## src/rtl/ea_pkg.sv

```systemverilog
// Package: shared encodings for the effective address generator.
// Assumes a 2-bit displacement size code and a 2-bit scale code.
package ea_pkg;

    typedef enum logic [1:0] {
        DISP_NONE = 2'b00,
        DISP_B8   = 2'b01,
        DISP_B16  = 2'b10,
        DISP_FULL = 2'b11
    } disp_size_e;

    localparam int SCALE_CODE_W = 2;

endpackage

```

## src/rtl/ea_reg_pick.sv

```systemverilog
// Module: picks one register from a flat register read port.
// Assumes register k sits at bits [k*DATA_W +: DATA_W]. Returns zero when
// the term is not present.
module ea_reg_pick #(
    parameter int DATA_W = 32,
    parameter int NREG   = 8,
    parameter int SEL_W  = $clog2(NREG)
) (
    input  logic [NREG*DATA_W-1:0] flat,
    input  logic [SEL_W-1:0]       sel,
    input  logic                   valid,
    output logic [DATA_W-1:0]      value
);

    logic [DATA_W-1:0] regs [NREG];

    // Unpack the flat port into one slot per register.
    generate
        for (genvar k = 0; k < NREG; k++) begin : g_unpack
            assign regs[k] = flat[k*DATA_W +: DATA_W];
        end
    endgenerate

    // Select the addressed register, or zero when the term is absent.
    always_comb begin
        value = '0;
        if (valid) value = regs[sel];
    end

    // Guard: an absent term contributes nothing.
    always_comb begin
        AST_ABSENT_ZERO: assert (valid || value == '0) else $error("absent term not zero");
    end

endmodule

```

## src/rtl/ea_disp_ext.sv

```systemverilog
// Module: widens the displacement to the address width.
// Assumes DATA_W >= 16. 8- and 16-bit displacements are sign-extended;
// bits above the chosen width are ignored.
module ea_disp_ext
    import ea_pkg::*;
#(
    parameter int DATA_W = 32
) (
    input  logic [1:0]        size_code,
    input  logic [DATA_W-1:0] bits_in,
    output logic [DATA_W-1:0] ext
);

    localparam int HI8  = DATA_W - 8;
    localparam int HI16 = DATA_W - 16;

    // Decode the size code into the displacement term.
    always_comb begin
        unique case (disp_size_e'(size_code))
            DISP_NONE: ext = '0;
            DISP_B8:   ext = {{HI8{bits_in[7]}}, bits_in[7:0]};
            DISP_B16:  ext = {{HI16{bits_in[15]}}, bits_in[15:0]};
            default:   ext = bits_in;
        endcase
    end

    // Guards on the produced term against the chosen width.
    always_comb begin
        AST_DISP_NONE: assert (size_code != 2'b00 || ext == '0) else $error("disp not zero");
        AST_DISP_SEXT8: assert (size_code != 2'b01 || ($signed(ext) >= -128 && $signed(ext) <= 127)) else $error("disp8 range");
    end

endmodule

```

## src/rtl/ea_index_scale.sv

```systemverilog
// Module: forms the scaled index term and detects the illegal index.
// Assumes a register value that has already been picked. The stack
// pointer slot (SP_SLOT) may not be used as the index.
module ea_index_scale #(
    parameter int DATA_W  = 32,
    parameter int SEL_W   = 3,
    parameter int SC_W    = 2,
    parameter int SP_SLOT = 4
) (
    input  logic [DATA_W-1:0] idx_value,
    input  logic              idx_valid,
    input  logic [SEL_W-1:0]  idx_sel,
    input  logic [SC_W-1:0]   scale_code,
    output logic [DATA_W-1:0] term,
    output logic              fault
);

    // Shift the index left by the scale code; zero when there is no index.
    always_comb begin
        term = '0;
        if (idx_valid) term = idx_value << scale_code;
    end

    // Flag the stack pointer slot when it is used as the index.
    always_comb begin
        fault = idx_valid && (idx_sel == SEL_W'(SP_SLOT));
    end

    // Guards: no index means no term and no fault; scaled terms have low zeros.
    always_comb begin
        AST_NO_INDEX_NO_FAULT: assert (idx_valid || (term == '0 && !fault)) else $error("idle index");
        AST_SCALE_LOW_ZERO: assert (scale_code == '0 || term[0] == 1'b0) else $error("scale low bit");
    end

endmodule

```

## src/rtl/ea_addr_gen.sv

```systemverilog
// Module: top of the effective address generator.
// Sums base, scaled index and displacement modulo 2^DATA_W. Purely
// combinational. Forces the address to zero on the illegal index.
module ea_addr_gen #(
    parameter int DATA_W  = 32,
    parameter int NREG    = 8,
    parameter int SEL_W   = $clog2(NREG),
    parameter int SP_SLOT = 4
) (
    input  logic [NREG*DATA_W-1:0] reg_file_flat,
    input  logic                   base_valid,
    input  logic [SEL_W-1:0]       base_sel,
    input  logic                   index_valid,
    input  logic [SEL_W-1:0]       index_sel,
    input  logic [1:0]             scale_code,
    input  logic [1:0]             disp_size,
    input  logic [DATA_W-1:0]      disp_bits,
    output logic [DATA_W-1:0]      eff_addr,
    output logic                   addr_fault
);

    logic [DATA_W-1:0] base_term;
    logic [DATA_W-1:0] index_raw;
    logic [DATA_W-1:0] index_term;
    logic [DATA_W-1:0] disp_term;
    logic [DATA_W-1:0] sum;
    logic              idx_fault;

    ea_reg_pick #(.DATA_W(DATA_W), .NREG(NREG), .SEL_W(SEL_W)) u_base_pick (
        .flat(reg_file_flat), .sel(base_sel), .valid(base_valid), .value(base_term)
    );

    ea_reg_pick #(.DATA_W(DATA_W), .NREG(NREG), .SEL_W(SEL_W)) u_index_pick (
        .flat(reg_file_flat), .sel(index_sel), .valid(index_valid), .value(index_raw)
    );

    ea_index_scale #(.DATA_W(DATA_W), .SEL_W(SEL_W), .SC_W(2), .SP_SLOT(SP_SLOT)) u_scale (
        .idx_value(index_raw), .idx_valid(index_valid), .idx_sel(index_sel),
        .scale_code(scale_code), .term(index_term), .fault(idx_fault)
    );

    ea_disp_ext #(.DATA_W(DATA_W)) u_disp (
        .size_code(disp_size), .bits_in(disp_bits), .ext(disp_term)
    );

    // Three-input add; the carry out of the top bit is dropped.
    always_comb begin
        sum = base_term + index_term + disp_term;
    end

    // Drive the outputs; a fault overrides the sum.
    always_comb begin
        addr_fault = idx_fault;
        eff_addr   = idx_fault ? '0 : sum;
    end

    // Guards at the block edge.
    always_comb begin
        AST_FAULT_ADDR_ZERO: assert (!addr_fault || eff_addr == '0) else $error("fault addr");
        AST_FAULT_NEEDS_INDEX: assert (!addr_fault || index_valid) else $error("fault without index");
        AST_EMPTY_ZERO: assert (base_valid || index_valid || disp_size != 2'b00 || eff_addr == '0) else $error("empty form");
    end

endmodule

```

## config.mk

```make
export PLATFORM = sky130hd
export DESIGN_NAME = ea_addr_gen
export DESIGN_NICKNAME = d
export VERILOG_FILES = /design/src/rtl/ea_pkg.sv /design/src/rtl/ea_reg_pick.sv /design/src/rtl/ea_disp_ext.sv /design/src/rtl/ea_index_scale.sv /design/src/rtl/ea_addr_gen.sv
export SDC_FILE = /design/constraint.sdc
export NUM_CORES = 1
export LEC_CHECK = 0
export BUFFER_PORTS_ARGS = -buffer_cell sky130_fd_sc_hd__buf_4
export CAP_MARGIN = 20
export CORE_UTILIZATION = 45
export DETAILED_ROUTE_END_ITERATION = 10
export PLACE_DENSITY = 0.83
export SLEW_MARGIN = 5
export SYNTH_ARGS = -nofsm -noshare
export SYNTH_HDL_FRONTEND = slang
export SYNTH_SLANG_ARGS = --single-unit
```

## constraint.sdc

```tcl
create_clock -name vclk -period 6.15
set_input_delay 0.615 -clock vclk [all_inputs]
set_output_delay 0.615 -clock vclk [all_outputs]
set_load 0.02 [all_outputs]
```

* After elaboration in Yosys (flattened, before gate mapping)
Index checks and enable logic that the tools add are counted.
** Word-level totals
- Bits of input ports :: 300
- Word-level logic and storage cells :: 23
- Register bits after elaboration :: 0
- Memories :: 0
- RAM bits :: 0
- Memory bits (read-only) :: 0
- Output and inout bits :: 33
- Bits in latches :: 0
** Cells by class
- Eq/ne operators :: 3
- Multipliers :: 0
- Bitwise gates (word level) :: 2
- Order comparisons :: 2
- Multiplexer cells :: 11
- $add $sub $neg :: 2
- Reductions and logical operators :: 2
- Shift-type cells :: 1
- Divide/modulo/power cells :: 0
** Operators by type and width (count)
- 2-to-1 mux 32 bit :: 8
- binary-select mux 32 bit (select 3 bit) :: 2
- case mux 32 bit (3 select lines) :: 1
- adder 32 bit :: 2
- left shift 32 x 2 -> 32 bit :: 1
- >= comparator 4 bit (second input constant) :: 2
- NOT 3 -> 4 bit :: 2
- == test 3 bit (second input constant) :: 1
- == test 2 x 1 -> 1 bit (second input constant) :: 1
- == test 2 bit (second input constant) :: 1
- zero test 2 bit :: 1
- logical AND 1 bit :: 1

* Longest topological paths before layout
- Depth in word-level cells :: 10
- Depth in mapped cells :: 20

* By module
A second synthesis with hierarchy kept.
** Unflattened totals
- Cells, all modules :: 926
- Area, all modules :: 8595.7 µm²
** By module, submodules not included
- ea_reg_pick :: area each 2401.1 µm², times used 2, cells each 222, sequential area each 0.0 µm²
- ea_addr_gen :: area each 2693.8 µm², times used 1, cells each 336, sequential area each 0.0 µm²
- ea_index_scale :: area each 651.9 µm², times used 1, cells each 79, sequential area each 0.0 µm²
- ea_disp_ext :: area each 447.9 µm², times used 1, cells each 67, sequential area each 0.0 µm²

* Worst setup path after synthesis
No wires, ideal clock.
- Path kind :: input port to output port
- Start point :: input port index_sel[0]
- End point :: output port eff_addr[30]
- Arrival :: 4.808 ns
- Cell stages on the path :: 18
- Data required time :: 5.535 ns
- Path slack :: 0.727 ns
- Buffers on the path :: 3
- Path through :: buf_6 -> buf_6 -> buf_6 -> mux4_2 -> mux2_2 -> a31o_1 -> mux2i_1 -> fa_1 -> inv_1 -> ha_1 -> a211oi_1 -> nor2_1 -> o31ai_1 -> a21bo_1 -> nand3_2 -> a311oi_1 -> o41a_1 -> mux2i_1
** Between the ends
- Cells in the longest elaborated chain, start to end :: 10
- Elaborated cells between the ends (all ways) :: 12
** RTL lines
- start, declared :: line ea_addr_gen.sv:14 : input logic [SEL_W-1:0] index_sel,
- NOT 3 -> 4 bit (not written as such) :: line ea_reg_pick.sv:27 : if (valid) value = regs[sel];
- binary-select mux 32 bit (select 3 bit) :: line ea_reg_pick.sv:27
- 2-to-1 mux 32 bit (not written as such) (2 in a row) :: line ea_reg_pick.sv:27
- 2-to-1 mux 32 bit :: line ea_reg_pick.sv:27
- left shift 32 x 2 -> 32 bit :: line ea_index_scale.sv:21 : if (idx_valid) term = idx_value << scale_code;
- 2-to-1 mux 32 bit :: line ea_index_scale.sv:21
- adder 32 bit (2 in a row) :: line ea_addr_gen.sv:48 : sum = base_term + index_term + disp_term;
- 2-to-1 mux 32 bit * :: line ea_addr_gen.sv:54 : eff_addr = idx_fault ? '0 : sum;
- end, declared :: line ea_addr_gen.sv:18 : output logic [DATA_W-1:0] eff_addr,
Mark *: on every way between the ends. The rest lies on a longest branch, timed or not. The select of a mux whose other input is x is not followed.

* Worst setup path after layout
Ends and elaborated chain as after synthesis.

==> out/results.md <==
• **Post-Route WL** 27.42 mm
• **met3 Use GR** 4.961%
• **Setup TNS** 0 ns
• **fraction of the mapped netlist area in compound gates** 12.39%
• **GR Util met2** 50.36%
• **placer congestion estimate** 0.9366
• **CP Data Arrival Time** 5.28 ns
• **Critical Path Most Common Cell** sky130_fd_sc_hd__buf_4
• **Synth Instances** 759
• **die outline height** 129.9 um
• **via count** 7766
• **DR iter-0 viols** 571
• **count of input and output buffers** 333
• **number of max-slew violations in the final report** 0
• **worst hold path class** input pin to primary output
• **worst setup path startpoint** index_sel[0]
• **boundary pin count** 333
• **shortest clock period the worst path allows after layout** 5.891 ns
• **required time at the worst-slack endpoint** 5.53 ns
• **number of nets produced by synthesis** 1121
• **antenna-violating nets left** 0
• **final HPWL from detailed placement** 23.30 mm
• **number of cells on the worst hold path** 5
• **total design power** 1.619 mW
• **area leader, netlist** sky130_fd_sc_hd__mux4_2
• **top cells by area in the synthesized netlist** sky130_fd_sc_hd__mux4_2 (39%), sky130_fd_sc_hd__mux2_2 (9.2%), sky130_fd_sc_hd__fa_1 (8.7%)
• **startpoint type of the worst setup path** input pin
• **average size of a mapped cell** 9.703 um2
• **hold_sp** disp_bits[0]
• **crit path cell chain** buf_4, buf_4, mux4_2, mux2_2, nand2_1, nor2_1, a31o_2, mux2i_1, fa_1, inv_1, ha_1, and4_4, a21oi_2, a21bo_1, nand3_2, a311oi_1, o41a_1, mux2i_1, buf_4
• **proportion of power drawn by the clock network** 0%
• **relative area change from synthesis to final layout** 35.47%
• **busiest metal layer after global routing** met2
• **type of element capturing the critical path** primary output
• **Critical Path Max Stage Delay** 0.56 ns
• **setup violation total in the final timing report** 0
• **std cell rows** 46
• **combinational family with the most area after synthesis** multiplexers
• **ratio of cells with drive above 1 in the final layout** 52.06%
• **met1 usage** 44.48%
• **sw frac** 52.63%
• **power per cell area** 162.3 nW/um2
• **pin count of the biggest net entering global routing** 47
• **global-route wire length before repair** 41.10 mm
• **Final Hold Viols** 0
• **synthesized-area fraction occupied by xor and xnor cells** 2.616%
• **average routed wire per standard cell** 21.78 um
• **antenna cells** 0
• **post-synth top area share** 39.14%
• **clock buf count** 0
• **DRC** 0
• **Cell variety after synth** 56
• **multiplexer fraction of the synthesized cell area** 52.96%
• **number of flip-flops and latches** 0
• **outcome** complete, no violations
• **total area of sequential cells** 0 um2
• **unrepaired setup endpoints after global routing** no
• **number of buffers inserted by post-CTS setup repair** 0
• **worst hold path endpoint** eff_addr[0]
• **part of the total power dissipated in combinational logic** 100.0%
• **worst slew pin tran** 0.7217 ns
• **cell-internal power** 767.1 uW
• **Post-Synth Adder-Cell Area** 13.80%
• **drt pass-1 iters** 4
• **vias in the first global route** 7795
• **Post-CTS Hold Fix Bufs** 0
• **overflow left after global routing** 0
• **Via density** 6.168
• **Achievable Freq** 169.8 MHz
• **Relative slew margins** 51.59%
• **combined area of the multi-input logic cells** 6835 um2
• **number of nets at the end of the flow** 1407
• **width of the die** 129.9 um
• **global router's overall resource usage** 31.72%
• **Max IR drop VDD** 0.09873 mV
• **sequential fraction of design power** 0%
• **fillers** 1312
• **number of gates resized after CTS** 0
• **CP max stage cell** sky130_fd_sc_hd__mux4_2
• **post-synthesis simple-gate area fraction** 11.06%
• **synthesized cell area** 7365 um2
• **starting density of the core** 46.19%
• **highest net fanout along the worst path** 27
• **core area** 15940 um2
• **critical path class** input pin to primary output
• **initial antenna violation count** 0
• **area of the die** 16880 um2
• **portion of the clock cycle consumed by the worst path in the final layout** 95.78%
• **Static Leakage** 4.636 nW
• **net switching power** 852.2 uW
• **register area share after synthesis** 0%
• **number of synthesis warnings** 0
• **max-capacitance violation count** 0
## critical path, delay by kind of cell
family / cells / cell delay, ns
AND/OR/NAND/NOR: 4 / 0.46
buffers and inverters: 4 / 0.93
adder cells (fa/ha/maj): 2 / 0.76
AO/OA/AOI/OAI: 5 / 1.26
multiplexers: 4 / 1.26
## stage by stage
stage | instances | worst slack [ns] | cell area (um2) | hold slack (ns) | utilization (%)
3_5_place_dp | 1259 | 0.3089 | 9977 | 1.769 | 62.58
2_1_floorplan | 759 | 0.7266 | 7365 | 1.548 | -
3_3_place_gp | 1259 | 0.4536 | 9977 | 1.766 | 62.58
5_1_grt | 1259 | 0.02513 | 9977 | 1.805 | 62.58
6_report | 1259 | 0.2593 | 9977 | 1.765 | 62.58
4_1_cts | 1259 | 0.2907 | 9977 | 1.769 | 62.58
## cell type report
class / instances / share of cell area, %
tap: 216 / 2.709
timing repair buffer: 344 / 26.26
inverter: 67 / 2.521
multi-input combinational: 632 / 68.51
## power by group through the flow
stage / Sequential, mW / Clock, mW / Combinational, mW
2_1_floorplan: 0 / 0 / 1.04
3_3_place_gp: 0 / 0 / 1.58
3_5_place_dp: 0 / 0 / 1.60
4_1_cts: 0 / 0 / 1.61
5_1_grt: 0 / 0 / 1.76
6_report: 0 / 0 / 1.62
## metal layers
| layer | wire length, um | vias up |
|---|---|---|
| met4 | 1130 | 0 |
| met5 | 0 | - |
| li1 | - | 3475 |
| met3 | 2473 | 80 |
| met1 | 11020 | 3756 |
| met2 | 12800 | 455 |
## cells in the mapped netlist, types with 2 or more instances
cell type,instances
sky130_fd_sc_hd__buf_4,2
sky130_fd_sc_hd__xnor2_1,10
sky130_fd_sc_hd__a31oi_1,2
sky130_fd_sc_hd__o21bai_1,4
sky130_fd_sc_hd__a31o_1,13
sky130_fd_sc_hd__nand2b_1,3
sky130_fd_sc_hd__and3_1,2
sky130_fd_sc_hd__nor2_1,52
sky130_fd_sc_hd__nand4_1,2
sky130_fd_sc_hd__a21oi_1,34
sky130_fd_sc_hd__xor2_1,12
sky130_fd_sc_hd__a21o_1,13
sky130_fd_sc_hd__o21a_1,7
sky130_fd_sc_hd__a211o_1,2
sky130_fd_sc_hd__fa_1,32
sky130_fd_sc_hd__mux2i_1,33
sky130_fd_sc_hd__a21oi_2,3
sky130_fd_sc_hd__ha_1,30
sky130_fd_sc_hd__nand3_1,21
sky130_fd_sc_hd__or3_1,3
sky130_fd_sc_hd__and2_1,3
sky130_fd_sc_hd__mux4_2,128
sky130_fd_sc_hd__o21ai_0,25
sky130_fd_sc_hd__buf_6,4
sky130_fd_sc_hd__or2_2,3
sky130_fd_sc_hd__a21boi_0,2
sky130_fd_sc_hd__o211ai_1,4
sky130_fd_sc_hd__o31ai_1,2
sky130_fd_sc_hd__nor2b_1,3
sky130_fd_sc_hd__clkbuf_1,37
sky130_fd_sc_hd__nor3_1,10
sky130_fd_sc_hd__inv_1,66
sky130_fd_sc_hd__a311oi_1,2
sky130_fd_sc_hd__nand2_1,82
sky130_fd_sc_hd__o21ai_1,12
sky130_fd_sc_hd__buf_1,5
sky130_fd_sc_hd__mux2_2,60
sky130_fd_sc_hd__buf_2,12
sky130_fd_sc_hd__a211oi_1,2
## placed cells by master, fill, tap and decap left out, drive strengths merged, types with 2 or more instances in the layout
master and n:
nand2 82, fa 32, and3 2, mux2 61, o21a 7, nor2b 3, a31o 14, xnor2 10
o21ai 37, or3 3, o211ai 4, o21bai 5, inv 66, a311oi 2, nor2 52, a211oi 2
a21o 13, mux4 128, a211o 2, a21oi 37, nand4 2, nor3 10, and2 3, ha 30
mux2i 33, buf 344, nand3 22, o31ai 2, a31oi 2, a32oi 2, or2 3, nand2b 3
a21boi 2, xor2 12
## worst max path at each step
stage	slack (ns)	endpoint	depth (start not counted)
after detailed placement	0.31	eff_addr[30]	19
final	0.26	eff_addr[30]	19
after global routing	0.03	eff_addr[30]	20
after floorplan	0.73	eff_addr[30]	18
after global placement	0.45	eff_addr[30]	19
after CTS	0.29	eff_addr[30]	19
## logic make-up (layout without fill, tap and decap cells)
kind of cell | after synthesis | in the layout
xor gates and xnor gates | 22 | 22
adders and majority gates | 62 | 62
and+or+nand+nor | 188 | 188
muxes | 222 | 222
buffers and inverters | 127 | 411
AOI/OAI and AO/OA | 138 | 138
Power figures use the tool's default switching activity.
